`config.mk`:
```
export PLATFORM = sky130hd
export DESIGN_NAME = dtc_prog_master
export DESIGN_NICKNAME = d
export VERILOG_FILES = /design/src/rtl/dtcp_pkg.sv /design/src/rtl/dtcp_phase_timer.sv /design/src/rtl/dtcp_shift_out.sv /design/src/rtl/dtcp_sel_decode.sv /design/src/rtl/dtc_prog_master.sv
export SDC_FILE = /design/constraint.sdc
export NUM_CORES = 1
export LEC_CHECK = 0
export ABC_CLOCK_PERIOD_IN_PS = 4500
export CAP_MARGIN = 20
export CORE_MARGIN = 2
export CORE_UTILIZATION = 45
export DETAILED_ROUTE_END_ITERATION = 16
export DONT_BUFFER_PORTS = 1
export PLACE_DENSITY_LB_ADDON = 0.08
export SYNTH_ARGS = -nofsm -noshare
export SYNTH_HDL_FRONTEND = slang
export SYNTH_HIERARCHICAL = 1
export SYNTH_SLANG_ARGS = --single-unit
export TNS_END_PERCENT = 10
```
`constraint.sdc`:
```
create_clock -name clk -period 4.5 [get_ports clk]
set_clock_uncertainty 0.2 [all_clocks]
set_input_delay 0 -clock clk [delete_from_list [all_inputs] [get_ports clk]]
set_output_delay 0 -clock clk [all_outputs]
set_load 0.05 [all_outputs]
```
`src/rtl/dtcp_pkg.sv`:
```
package dtcp_pkg;
  localparam int WORD_W  = 8;
  localparam int STATE_W = 5;

  typedef enum logic [2:0] {
    PH_IDLE, PH_LEAD, PH_HIGH, PH_LOW, PH_TRAIL, PH_GAP
  } phase_e;

  function automatic logic [WORD_W-1:0] pack_word(input logic stby,
                                                   input logic [STATE_W-1:0] st);
    return {2'b00, stby, st};
  endfunction

  function automatic int ceil_div(input int num, input int den);
    return (num + den - 1) / den;
  endfunction

  function automatic int max2(input int a, input int b);
    return (a > b) ? a : b;
  endfunction
endpackage

```
`src/rtl/dtcp_phase_timer.sv`:
```
module dtcp_phase_timer #(
  parameter int CNT_W = 8
) (
  input  logic             clk,
  input  logic             rst,
  input  logic             load,
  input  logic [CNT_W-1:0] load_val,
  output logic             expired
);
  logic [CNT_W-1:0] cnt;

  always_ff @(posedge clk) begin
    if (rst)               cnt <= '0;
    else if (load)         cnt <= load_val;
    else if (cnt != '0)    cnt <= cnt - 1'b1;
  end

  assign expired = (cnt == '0);
endmodule

```
`src/rtl/dtcp_shift_out.sv`:
```
module dtcp_shift_out #(
  parameter int W = 8
) (
  input  logic         clk,
  input  logic         rst,
  input  logic         load,
  input  logic [W-1:0] word,
  input  logic         shift,
  output logic         bit_out,
  output logic         last_bit
);
  localparam int BC_W = (W > 1) ? $clog2(W) : 1;

  logic [W-1:0]    sh;
  logic [BC_W-1:0] left;

  always_ff @(posedge clk) begin
    if (rst) begin
      sh   <= '0;
      left <= '0;
    end else if (load) begin
      sh   <= word;
      left <= BC_W'(W - 1);
    end else if (shift) begin
      sh   <= {sh[W-2:0], 1'b0};
      left <= left - 1'b1;
    end
  end

  assign bit_out  = sh[W-1];
  assign last_bit = (left == '0);

  // never shift beyond the final bit of a word
  p_no_overshift_r2: assert property (@(posedge clk) disable iff (rst)
    (shift && !load) |-> !last_bit);
endmodule

```
`src/rtl/dtcp_sel_decode.sv`:
```
module dtcp_sel_decode #(
  parameter int NUM_SLV = 4,
  parameter int IDX_W   = 3
) (
  input  logic               clk,
  input  logic               rst,
  input  logic [IDX_W-1:0]   idx,
  input  logic               set,
  input  logic               clr,
  output logic               idx_ok,
  output logic [NUM_SLV-1:0] sel
);
  assign idx_ok = (int'(idx) < NUM_SLV);

  for (genvar i = 0; i < NUM_SLV; i++) begin : g_sel
    always_ff @(posedge clk) begin
      if (rst)                               sel[i] <= 1'b0;
      else if (clr)                          sel[i] <= 1'b0;
      else if (set && (int'(idx) == i))      sel[i] <= 1'b1;
    end
  end

  // at most one enable line is ever active
  p_single_sel_r3: assert property (@(posedge clk) disable iff (rst)
    $onehot0(sel));
endmodule

```
`src/rtl/dtc_prog_master.sv`:
```
module dtc_prog_master
  import dtcp_pkg::*;
#(
  parameter int NUM_SLV      = 4,
  parameter int IDX_W        = 3,
  parameter int CLK_PS       = 20000,
  parameter int SETUP_PS     = 19200,
  parameter int HOLD_PS      = 19200,
  parameter int DATA_PS      = 13200,
  parameter int GAP_PS       = 38400,
  parameter int MIN_PER_PS   = 38462,
  parameter int CNT_W        = 8
) (
  input  logic               clk,
  input  logic               rst,
  input  logic               req_valid,
  input  logic [IDX_W-1:0]   req_idx,
  input  logic [4:0]         req_state,
  input  logic               req_stby,
  output logic               busy,
  output logic               done,
  output logic               err,
  output logic               sclk,
  output logic               sdata,
  output logic [NUM_SLV-1:0] sen
);
  localparam int HALF_CYC  = max2(1, max2(ceil_div(DATA_PS, CLK_PS),
                                          ceil_div(MIN_PER_PS, 2 * CLK_PS)));
  localparam int LEAD_CYC  = max2(1, max2(ceil_div(SETUP_PS, CLK_PS),
                                          ceil_div(DATA_PS, CLK_PS)));
  localparam int TRAIL_CYC = max2(1, ceil_div(HOLD_PS, CLK_PS) - HALF_CYC);
  localparam int GAP_CYC   = max2(1, ceil_div(GAP_PS, CLK_PS));

  phase_e           ph;
  logic             tmr_load;
  logic [CNT_W-1:0] tmr_val;
  logic             tmr_zero;
  logic             idx_ok;
  logic             accept;
  logic             reject;
  logic             do_shift;
  logic             last_bit;
  logic             sel_clr;
  logic             sclk_q;
  logic             busy_q;
  logic             done_q;
  logic             err_q;

  assign accept   = (ph == PH_IDLE) && req_valid && idx_ok;
  assign reject   = (ph == PH_IDLE) && req_valid && !idx_ok;
  assign do_shift = (ph == PH_HIGH) && tmr_zero && !last_bit;
  assign sel_clr  = (ph == PH_TRAIL) && tmr_zero;

  always_comb begin
    tmr_load = 1'b0;
    tmr_val  = '0;
    unique case (ph)
      PH_IDLE:  if (accept)   begin tmr_load = 1'b1; tmr_val = CNT_W'(LEAD_CYC - 1); end
      PH_LEAD:  if (tmr_zero) begin tmr_load = 1'b1; tmr_val = CNT_W'(HALF_CYC - 1); end
      PH_HIGH:  if (tmr_zero) begin
                  tmr_load = 1'b1;
                  tmr_val  = last_bit ? CNT_W'(TRAIL_CYC - 1) : CNT_W'(HALF_CYC - 1);
                end
      PH_LOW:   if (tmr_zero) begin tmr_load = 1'b1; tmr_val = CNT_W'(HALF_CYC - 1); end
      PH_TRAIL: if (tmr_zero) begin tmr_load = 1'b1; tmr_val = CNT_W'(GAP_CYC - 1); end
      PH_GAP:   ;
      default:  ;
    endcase
  end

  always_ff @(posedge clk) begin
    if (rst) begin
      ph     <= PH_IDLE;
      sclk_q <= 1'b0;
      busy_q <= 1'b0;
      done_q <= 1'b0;
      err_q  <= 1'b0;
    end else begin
      done_q <= 1'b0;
      err_q  <= reject;
      unique case (ph)
        PH_IDLE: if (accept) begin
          ph     <= PH_LEAD;
          busy_q <= 1'b1;
        end
        PH_LEAD: if (tmr_zero) begin
          ph     <= PH_HIGH;
          sclk_q <= 1'b1;
        end
        PH_HIGH: if (tmr_zero) begin
          sclk_q <= 1'b0;
          ph     <= last_bit ? PH_TRAIL : PH_LOW;
        end
        PH_LOW: if (tmr_zero) begin
          sclk_q <= 1'b1;
          ph     <= PH_HIGH;
        end
        PH_TRAIL: if (tmr_zero) begin
          done_q <= 1'b1;
          ph     <= PH_GAP;
        end
        PH_GAP: if (tmr_zero) begin
          busy_q <= 1'b0;
          ph     <= PH_IDLE;
        end
        default: ph <= PH_IDLE;
      endcase
    end
  end

  dtcp_phase_timer #(.CNT_W(CNT_W)) u_timer (
    .clk      (clk),
    .rst      (rst),
    .load     (tmr_load),
    .load_val (tmr_val),
    .expired  (tmr_zero)
  );

  dtcp_shift_out #(.W(WORD_W)) u_shift (
    .clk      (clk),
    .rst      (rst),
    .load     (accept),
    .word     (pack_word(req_stby, req_state)),
    .shift    (do_shift),
    .bit_out  (sdata),
    .last_bit (last_bit)
  );

  dtcp_sel_decode #(.NUM_SLV(NUM_SLV), .IDX_W(IDX_W)) u_sel (
    .clk    (clk),
    .rst    (rst),
    .idx    (req_idx),
    .set    (accept),
    .clr    (sel_clr),
    .idx_ok (idx_ok),
    .sel    (sen)
  );

  assign sclk = sclk_q;
  assign busy = busy_q;
  assign done = done_q;
  assign err  = err_q;

  // data is frozen while the serial clock is high
  p_data_still_r4: assert property (@(posedge clk) disable iff (rst)
    (sclk && $past(sclk)) |-> $stable(sdata));
  // serial clock only toggles inside an enable window
  p_sclk_quiet_r6: assert property (@(posedge clk) disable iff (rst)
    (sen == '0) |-> !sclk);
  // busy covers every cycle an enable is driven
  p_busy_cover_r8: assert property (@(posedge clk) disable iff (rst)
    (sen != '0) |-> busy);
  // done only in the cycle right after an enable fell
  p_done_edge_r7: assert property (@(posedge clk) disable iff (rst)
    done |-> ((sen == '0) && ($past(sen) != '0)));
  // rejected request leaves the link idle
  p_err_idle_r9: assert property (@(posedge clk) disable iff (rst)
    err |-> ((sen == '0) && !busy));
endmodule

```
==> qor.txt, run 1 <==
Status = completed
Die width = 62.7 um
#FFs+latches synth = 30
Setup Crit Path Kind = reg2reg
Slew headroom = 0.307
Synth Instances = 163
Startpoint types = flip-flop
First-pass GRT wire length = 5450 um
CTS Root Buffer Type = clkbuf_4
DRT Wirelength = 3040 um
Min-Delay Path Depth = 3
Post-synth top area share = 0.387
Vias per cell = 5.32
Post-layout min period = 2710 ps
Fraction of registers with async set/reset = 0
R2R cell count = 9
Initial antenna violation count = 0
Post-CTS setup buffers = 0
Chip height = 62.7 um
Final period util = 0.601
Top FF cell, synth = dfxtp_1
Clk slew on worst S/H paths = 100 ps
Core area = 3310 sq um
DIE AREA = 3930 sq um
Yosys cell types = 44
Dpl cells = 210
Hold Crit Class = in2reg
Nets = 198
Via count = 1223
Final Core Density = 0.536
Met1 Wirelength = 1410 um
Worst Path Arrival = 2740 ps
Max Cap Viol = 0
Worst skew pair latency = 340 ps
Ys Warns = 6
RSZ-0062 raised after global routing = false
Row cnt = 21
Critical Path Sink Type = flip-flop
Post-synth EDFFs = 0
P per Cell Area = 517 nW/um^2
Placed wire-length estimate = 1950 um
Total negative slack = 0 ps
GPL Wtd Cong = 0.787
Syn-to-layout area delta = 14.4%
Uppermost layer routed = met4
Min setup slack post-route = 1800 ps
F_max = 370 MHz
Grt ovf = 0
CTS H-tree lvls = 2
# hold bufs at CTS = 12
Met2 routed WL = 1440 um
Clk sinks = 30
Area contributors post-synth = dfxtp_1 (39%), mux2i_1 (5.2%), a211oi_1 (4.4%), nor2b_2 (4.0%), nand2_1 (3.4%)
DP Worst Slack = 1830 ps
# resized after CTS = 0
Pre-antenna DRT Iters = 4
# port buffers = 0
Final ANT Viol Nets = 0
Finish-stage setup viols = 0
Met3 wire length = 116 um
Drt wl/cell = 13.2 um
Setup slack, reg-to-reg = 1800 ps
Vias in the first global route = 1224
Hold slack = 180 ps
Post-synthesis sequential area ratio = 0.387
Gr usage total = 0.177
CTS buffer count = 5
Crit path required time = 4540 ps
Worst Tran Pin Value = 1040 ps
TritonCTS clock tree = yes
Avg Inst Size Synth = 9.51 sq um
Post-Layout Cell Count = 230
Synth Cell Area = 1550 sq um
Drt first-iter violations = 80
Final-report max-slew violation count = 0
Maximum VDD drop = 0.242 mV
Drt drc = 0
Clk buf depth = 2
RR Startpoint = u_timer/cnt[0]
Worst R2R End = u_timer/cnt[3]
HP Start = req_state[0]
CP Max Fanout = 15
Pin count of the biggest net entering global routing = 28
Share of cells above drive strength 1 = 0.147
Antenna cell count = 0
Number of top-level pins = 21
Hold Fails Final Rpt = 0
Endpoint, Worst Hold = u_shift/sh[0]
P_leak = 0.638 nW
Initial Util = 0.468
Synth area leader = dfxtp_1
## synthesized netlist by cell type, types with 3 or more instances
cell / count
o32ai_1: 4
nand2b_1: 3
nor3_1: 6
mux2i_1: 8
nor2b_2: 7
clkbuf_1: 3
ha_1: 3
and4bb_1: 3
xnor2_1: 4
inv_1: 9
o21ai_0: 3
buf_6: 4
nor2b_1: 4
a31oi_1: 3
dfxtp_1: 30
nor2_1: 8
o21a_1: 5
a21oi_1: 4
nand2_1: 14
a211oi_1: 9
## worst max path at each step
stage	slack, ps	startpoint	endpoint
detailed placement	1830	u_timer/cnt[0]	u_timer/cnt[3]
global route	1570	u_timer/cnt[0]	u_timer/cnt[3]
global placement	1920	u_timer/cnt[3]	u_shift/left[1]
CTS	1780	u_timer/cnt[0]	u_timer/cnt[3]
finish	1800	u_timer/cnt[0]	u_timer/cnt[3]
floorplan	2150	u_timer/cnt[3]	u_timer/cnt[0]
## cell type report
cell class | instances | area, sq um
Clock buffer | 7 | 55.1
Multi-Input combinational cell | 123 | 887
Inverter | 9 | 33.8
Timing Repair Buffer | 14 | 135
Fill cell | 335 | 1540
Tap cell | 46 | 57.6
Clock inverter | 1 | 5.00
Sequential cell | 30 | 601
## power by group
part	total [mW]	internal, mW	switching (mW)
sequential	0.408	0.324	0.0846
clock	0.172	0.0756	0.0968
combinational	0.337	0.165	0.172
## flip-flops by register name, indices dropped and copies added (netlist names)
name and count:
done 1, ph 3, u_timer/cnt 8, u_shift/sh 8
u_shift/left 3, u_sel/sel 4, err 1, sclk 1
busy 1
## cells in the final DEF (no fill, tap or decap), types with 3 or more instances in the layout
master,count
nand2_1,14
o32ai_1,4
inv_1,9
a21oi_1,4
conb_1,9
nor3_1,6
a31oi_1,3
and4bb_1,3
o21a_1,5
nor2_1,8
a211oi_1,9
xnor2_1,4
mux2i_1,8
o21ai_0,3
dfxtp_1,30
dlygate4sd3_1,12
clkbuf_4,5
nand2b_1,3
nor2b_2,7
nor2b_1,4
ha_1,3
## kinds of logic (layout without fill, tap and decap cells)
| family | after synthesis | after routing | synth area share |
|---|---|---|---|
| compound gates | 36 | 36 | 0.174 |
| xor+xnor | 5 | 5 | 0.0282 |
| fa+ha+maj | 3 | 3 | 0.0242 |
| buf+inv | 18 | 31 | 0.0638 |
| flops | 30 | 30 | 0.387 |
| mux | 8 | 8 | 0.0517 |
| other cells | 1 | 9 | 0.00242 |
| simple gates | 62 | 62 | 0.269 |
## metrics by stage
step | area, sq um | power (mW)
2_1_floorplan | 1580 | 0.698
3_3_place_gp | 1590 | 0.727
3_5_place_dp | 1590 | 0.736
4_1_cts | 1770 | 0.924
5_1_grt | 1770 | 0.989
6_report | 1770 | 0.917
## critical path, cell delays in order, from the launching register on
cell      delay (ps)
dfxtp_1          400
inv_1             70
ha_1             260
and4bb_1         390
nor2b_1          210
a31oi_1          140
o21ai_0           90
buf_4            200
or2_2            340
o32ai_1          290
## metal layers
metal / track usage / up-vias
met5: 0 / -
met4: 0.108 / 0
met3: 0.0505 / 7
met2: 0.290 / 17
met1: 0.204 / 582
li1: - / 617
(Power assumes the default switching activity.)
==> run 2, diff against run 1 <==
--- a/config.mk
+++ b/config.mk
@@ -5,7 +5,8 @@
 export SDC_FILE = /design/constraint.sdc
 export NUM_CORES = 1
 export LEC_CHECK = 0
-export ABC_CLOCK_PERIOD_IN_PS = 4500
+export ABC_AREA = 1
+export ABC_CLOCK_PERIOD_IN_PS = 2290
 export CAP_MARGIN = 20
 export CORE_MARGIN = 2
 export CORE_UTILIZATION = 45
==> constraint.sdc (replaced) <==
create_clock -name clk -period 2.29 [get_ports clk]
set_clock_uncertainty 0.2 [all_clocks]
set_input_delay 0 -clock clk [delete_from_list [all_inputs] [get_ports clk]]
set_output_delay 0 -clock clk [all_outputs]
set_load 0.05 [all_outputs]
==> run 2 against run 1 <==
Critical path depth up 2. Largest cell class unchanged. Sequential cell count did not move. Register-to-register slack got worse by 1600 ps. Highest routed layer unchanged.
==> qor.txt, run 2 <==
Status = completed
Nets = 282
# port buffers = 0
Worst Path Arrival = 2160 ps
Gr usage total = 0.186
Met1 Use GR = 0.233
Vias in the first global route = 1379
Number of top-level pins = 21
DRT Wirelength = 3320 um
P per Cell Area = 1140 nW/um^2
Biggest regs = u_shift/sh (8), u_timer/cnt (8), u_sel/sel (4)
CTS buffer count = 5
HP Start = req_state[0]
Syn-to-layout area delta = 16.4%
Setup Crit Path Kind = reg2reg
Drt wl/cell = 10.6 um
Power, Total = 2.16 mW
Placed wire-length estimate = 2350 um
Drt drc = 0
Clk buf depth = 2
Yosys cell types = 31
Maximum VDD drop = 0.519 mV
RR Startpoint = u_timer/cnt[0]
Startpoint types = flip-flop
Avg Inst Size Synth = 6.81 sq um
Initial Util = 0.478
Most used routing layer = met2
Post-layout min period = 2080 ps
Final instance area = 1900 sq um
Core area = 3420 sq um
Final ANT Viol Nets = 0
Clk sinks = 30
Post-synth top area share = 0.368
Synth area leader = dfxtp_1
Worst R2R End = u_timer/cnt[2]
Hold slack = 151 ps
Vias per cell = 4.58
Ys Warns = 6
R2R cell count = 11
Area contributors post-synth = dfxtp_1 (37%), nand2_1 (14%), nand3_1 (7.7%), inv_1 (7.4%), nor2_1 (5.5%)
Via count = 1439
Most frequent cells in the layout = nand2_1 (59), inv_1 (32), dfxtp_1 (30)
Endpoint, Worst Hold = u_shift/sh[0]
TritonCTS clock tree = yes
Clk slew on worst S/H paths = 110 ps
Synth Instances = 240
Post-synthesis sequential area ratio = 0.368
#FFs+latches synth = 30
Worst Tran Pin Value = 603 ps
Hold Fails Final Rpt = 0
Total negative slack = 0 ps
CTS Root Buffer Type = clkbuf_4
CTS H-tree lvls = 2
Post-CTS setup buffers = 0
RSZ-0062 raised after global routing = false
Finish-stage setup viols = 0
Most frequent cell after synthesis = nand2_1
Row cnt = 21
Chip height = 64.3 um
Pre-antenna DRT Iters = 4
Drt first-iter violations = 102
Max Cap Viol = 0
Crit path required time = 2370 ps
Post-synth EDFFs = 0
Setup slack, reg-to-reg = 210 ps
First-pass GRT wire length = 5980 um
Worst skew pair latency = 340 ps
Area after DPL = 1710 sq um
Die width = 64.3 um
Share of cells above drive strength 1 = 0.138
Hold Crit Class = in2reg
DIE AREA = 4130 sq um
Pin count of the biggest net entering global routing = 15
CP Max Fanout = 9
Most common cell after layout, fill and taps aside = nand2_1
Antenna cell count = 0
Initial antenna violation count = 0
F_max = 480 MHz
GR Util met3 = 0.0493
Slew headroom = 0.597
Min-Delay Path Depth = 3
Met2 usage = 0.296
GPL Wtd Cong = 0.790
Fraction of registers with async set/reset = 0
Top FF cell, synth = dfxtp_1
Critical Path Sink Type = flip-flop
Final-report max-slew violation count = 0
Grt ovf = 0
Top post-synthesis cells by count = nand2_1 (59), inv_1 (32), dfxtp_1 (30)
Layout fillers = 356
Synth Cell Area = 1630 sq um
P_leak = 0.893 nW
Final period util = 0.909
## run 2: changes by cell type in the layout (fill, tap and decap cells not counted), sizes merged, moves of 4 or more
| cell | before | now |
|---|---|---|
| o32ai | 4 | 0 |
| nand3 | 1 | 27 |
| a21oi | 4 | 16 |
| inv | 9 | 39 |
| mux2i | 8 | 0 |
| o21a | 5 | 0 |
| nand2 | 14 | 63 |
| nor2 | 8 | 33 |
| o21ai | 3 | 8 |
| a211oi | 9 | 0 |
| nor2b | 11 | 0 |
## run 2: worst max-delay path by stage
stage / end / from / slack, ps
6_report: u_timer/cnt[2] / u_timer/cnt[0] / 210
5_1_grt: u_timer/cnt[2] / u_timer/cnt[0] / 2
4_1_cts: u_timer/cnt[2] / u_timer/cnt[0] / 190
3_5_place_dp: u_timer/cnt[2] / u_timer/cnt[0] / 220
3_3_place_gp: u_timer/cnt[2] / u_timer/cnt[0] / 240
2_1_floorplan: u_shift/sh[7] / u_timer/cnt[0] / 360
## run 2: cell families after synthesis
family | after synthesis | share of synthesized area
adder cells (fa/ha/maj) | 3 | 0.0230
AO/OA/AOI/OAI | 28 | 0.103
other | 1 | 0.00229
XOR/XNOR | 3 | 0.0161
buffers and inverters | 44 | 0.116
flip-flops | 30 | 0.368
AND/OR/NAND/NOR | 131 | 0.372
## run 2: metal layers
metal,vias up,share of wire
met5,-,0
met4,0,0.017
met3,6,0.031
met2,22,0.45
met1,612,0.50
li1,799,-
## run 2: what timing repair did
item | in CTS | in global routing
setup endpoints to repair | 0 | 4
hold endpoints to repair | 30 | 0
gates resized for setup | 0 | 1
hold buffers | 13 | 0
## run 2: critical path: stages (launching register included)
cell and delay [ps]:
dfxtp_1 330, inv_1 120, ha_2 220, nand2_2 110, nor2_8 190, nand2_1 70
a21boi_0 190, buf_4 190, inv_2 70, nand2_2 110, inv_2 60, nor3_1 160
## run 2: area by class of cell
class                           count  area [sq um]  area share
Clock buffer                        6          51.3      0.0270
Clock inverter                      2          12.5     0.00658
Inverter                           40           150      0.0789
Multi-Input combinational cell    174           877       0.461
Sequential cell                    30           601       0.316
Tap cell                           46          57.6      0.0303
Timing Repair Buffer               16           153      0.0803
## run 2: through the flow
step | utilization | worst slack [ps] | instances
2_1_floorplan | - | 363 | 248
3_3_place_gp | 0.499 | 242 | 293
3_5_place_dp | 0.499 | 218 | 293
4_1_cts | 0.556 | 187 | 314
5_1_grt | 0.557 | 1.53 | 314
6_report | 0.557 | 208 | 314
## run 2: power by group
group / switching [mW] / leakage [nW] / total, mW / internal, mW
Sequential: 0.147 / 0.246 / 0.786 / 0.639
Clock: 0.196 / 0.0343 / 0.343 / 0.147
Combinational: 0.641 / 0.613 / 1.03 / 0.389
==> run 3, diff against run 2 <==
--- a/config.mk
+++ b/config.mk
@@ -13,6 +13,7 @@
 export DETAILED_ROUTE_END_ITERATION = 16
 export DONT_BUFFER_PORTS = 1
 export PLACE_DENSITY_LB_ADDON = 0.08
+export REMOVE_ABC_BUFFERS = 1
 export SYNTH_ARGS = -nofsm -noshare
 export SYNTH_HDL_FRONTEND = slang
 export SYNTH_HIERARCHICAL = 1
==> run 3 against run 2 <==
Hold slack improved by 16 ps. Sequential power hardly changed. Setup slack better by 1.1 ps. Global-route usage rose by 0.55 points. First-iteration DRC count is 43% lower. Sequential share of layout area shrank 0.19 points. Core utilization rose by 0.33 points. Sequential cell count stayed put. Total power grew 3.7%. Highest routed layer unchanged. Non-clock buffer count did not move. Wire length is 3.9% higher.
==> qor.txt, run 3 (synthesis results as in run 2) <==
Grt ovf = 0
Setup slack, reg-to-reg = 210 ps
RSZ-0062 raised after global routing = false
Worst R2R End = u_timer/cnt[0]
Final-report max-slew violation count = 0
Drt drc = 0
F_max = 481 MHz
CTS Root Buffer Type = clkbuf_4
Most frequent cells in the layout = nand2_1 (59), inv_1 (32), dfxtp_1 (30)
GPL Wtd Cong = 0.782
Share of cells above drive strength 1 = 0.134
Dpl cells = 293
NetSw = 0.988 mW
Number of top-level pins = 21
Hold slack = 167 ps
CP Buf/Inv Count = 3
Clk buf depth = 2
Slowest stage delay, CP = 320 ps
# port buffers = 0
Nets = 282
Power, Total = 2.24 mW
Die width = 64.3 um
RR Startpoint = u_timer/cnt[0]
First-pass GRT wire length = 6070 um
Final instance area = 1910 sq um
Via count = 1469
R2R cell count = 11
Min-Delay Path Depth = 3
Vias per cell = 4.68
Pint = 1.25 mW
Most common cell after layout, fill and taps aside = nand2_1
CTS H-tree lvls = 2
Core area = 3420 sq um
Final ANT Viol Nets = 0
Maximum VDD drop = 0.762 mV
Status = completed
Logic pwr share = 0.462
Net Sw Frac = 0.441
Critical path's top delay family = simple AND/OR/NAND/NOR gates
Post-layout min period = 2080 ps
Pre-antenna DRT Iters = 4
Slew headroom = 0.562
Vias in the first global route = 1392
Crit path required time = 2350 ps
TritonCTS clock tree = yes
P per Cell Area = 1170 nW/um^2
# resized after CTS = 0
Hold Crit Class = in2reg
Finish-stage setup viols = 0
Initial antenna violation count = 0
Clk sinks = 30
Area after DPL = 1710 sq um
CP Max Fanout = 9
Drt wl/cell = 11.0 um
Post-CTS setup buffers = 0
Drt first-iter violations = 58
Clock power frac = 0.187
Worst skew pair latency = 340 ps
Hold Fails Final Rpt = 0
DRT Wirelength = 3450 um
Final period util = 0.909
Clk slew on worst S/H paths = 100 ps
Startpoint types = flip-flop
CP max stage cell = dfxtp_1
Initial Util = 0.478
Max Cap Viol = 0
Post-Layout Cell Count = 314
Worst Path Arrival = 2150 ps
HP Start = req_state[0]
Pin count of the biggest net entering global routing = 15
Row cnt = 21
Setup Crit Path Kind = reg2reg
Critical Path Sink Type = flip-flop
Reg power frac = 0.350
Syn-to-layout area delta = 17.1%
Final Core Density = 0.560
CTS buffer count = 5
Biggest regs = u_shift/sh (8), u_timer/cnt (8), u_sel/sel (4)
Chip height = 64.3 um
Worst Tran Pin Value = 654 ps
Antenna cell count = 0
CP most frequent cell = nand2_2
Placed wire-length estimate = 2310 um
Endpoint, Worst Hold = u_shift/sh[0]
DIE AREA = 4130 sq um
P_leak = 0.905 nW
Gr usage total = 0.191
CP cell instances = inv_1 -> ha_1 -> nand2_2 -> nor2_8 -> nand2_1 -> a21boi_0 -> buf_4 -> inv_2 -> nand2_2 -> nor2_1 -> nor3_1
-- run 3: stage by stage --
step                TNS, ps  worst slack, ps
CTS                       0              211
floorplan              -147            -52.4
finish                    0              209
global placement          0              258
detailed placement        0              232
global route              0             1.79
-- run 3: repair_timing --
| action | 4_1_cts | 5_1_grt |
|---|---|---|
| setup endpoints to repair | 0 | 0 |
| hold buffers | 13 | 0 |
| endpoints found under the hold margin | 30 | 0 |
-- run 3: layout make-up --
class	instances	area [sq um]
Multi-Input combinational cell	174	875
Sequential cell	30	601
Fill cell	349	1500
Timing Repair Buffer	16	153
Tap cell	46	57.6
Clock buffer	5	37.5
Clock inverter	3	40.0
Inverter	40	150
-- run 3: worst reg2reg max path, stage by stage (launching register included) --
cell	delay, ps
dfxtp_1	320
inv_1	120
ha_1	230
nand2_2	120
nor2_8	190
nand2_1	60
a21boi_0	170
buf_4	190
inv_2	80
nand2_2	110
nor2_1	50
nor3_1	160
-- run 3: how the worst max path moves through the flow --
stage                   start        endpoint  depth (start not counted)
4_1_cts        u_timer/cnt[0]  u_timer/cnt[2]                         11
5_1_grt        u_timer/cnt[0]  u_timer/cnt[2]                         11
3_5_place_dp   u_timer/cnt[0]  u_timer/cnt[1]                         12
2_1_floorplan  u_timer/cnt[0]  u_timer/cnt[1]                         11
3_3_place_gp   u_timer/cnt[0]  u_timer/cnt[1]                         12
6_report       u_timer/cnt[0]  u_timer/cnt[0]                         11
-- run 3: power by group through the flow --
stage	Sequential [mW]	Combinational [mW]	Clock [mW]
detailed placement	0.796	0.992	0
global route	0.799	1.20	0.456
CTS	0.785	1.03	0.436
floorplan	0.776	0.826	0
global placement	0.798	0.993	0
finish	0.785	1.04	0.419
-- run 3: per-layer routing --
metal,vias to the layer above,part of all wire,GRT usage,routed length [um]
li1,797,-,-,-
met1,651,0.49,0.226,1680
met2,16,0.47,0.316,1630
met3,5,0.025,0.0687,86
met4,0,0.017,0.0718,57
met5,-,0,0,0
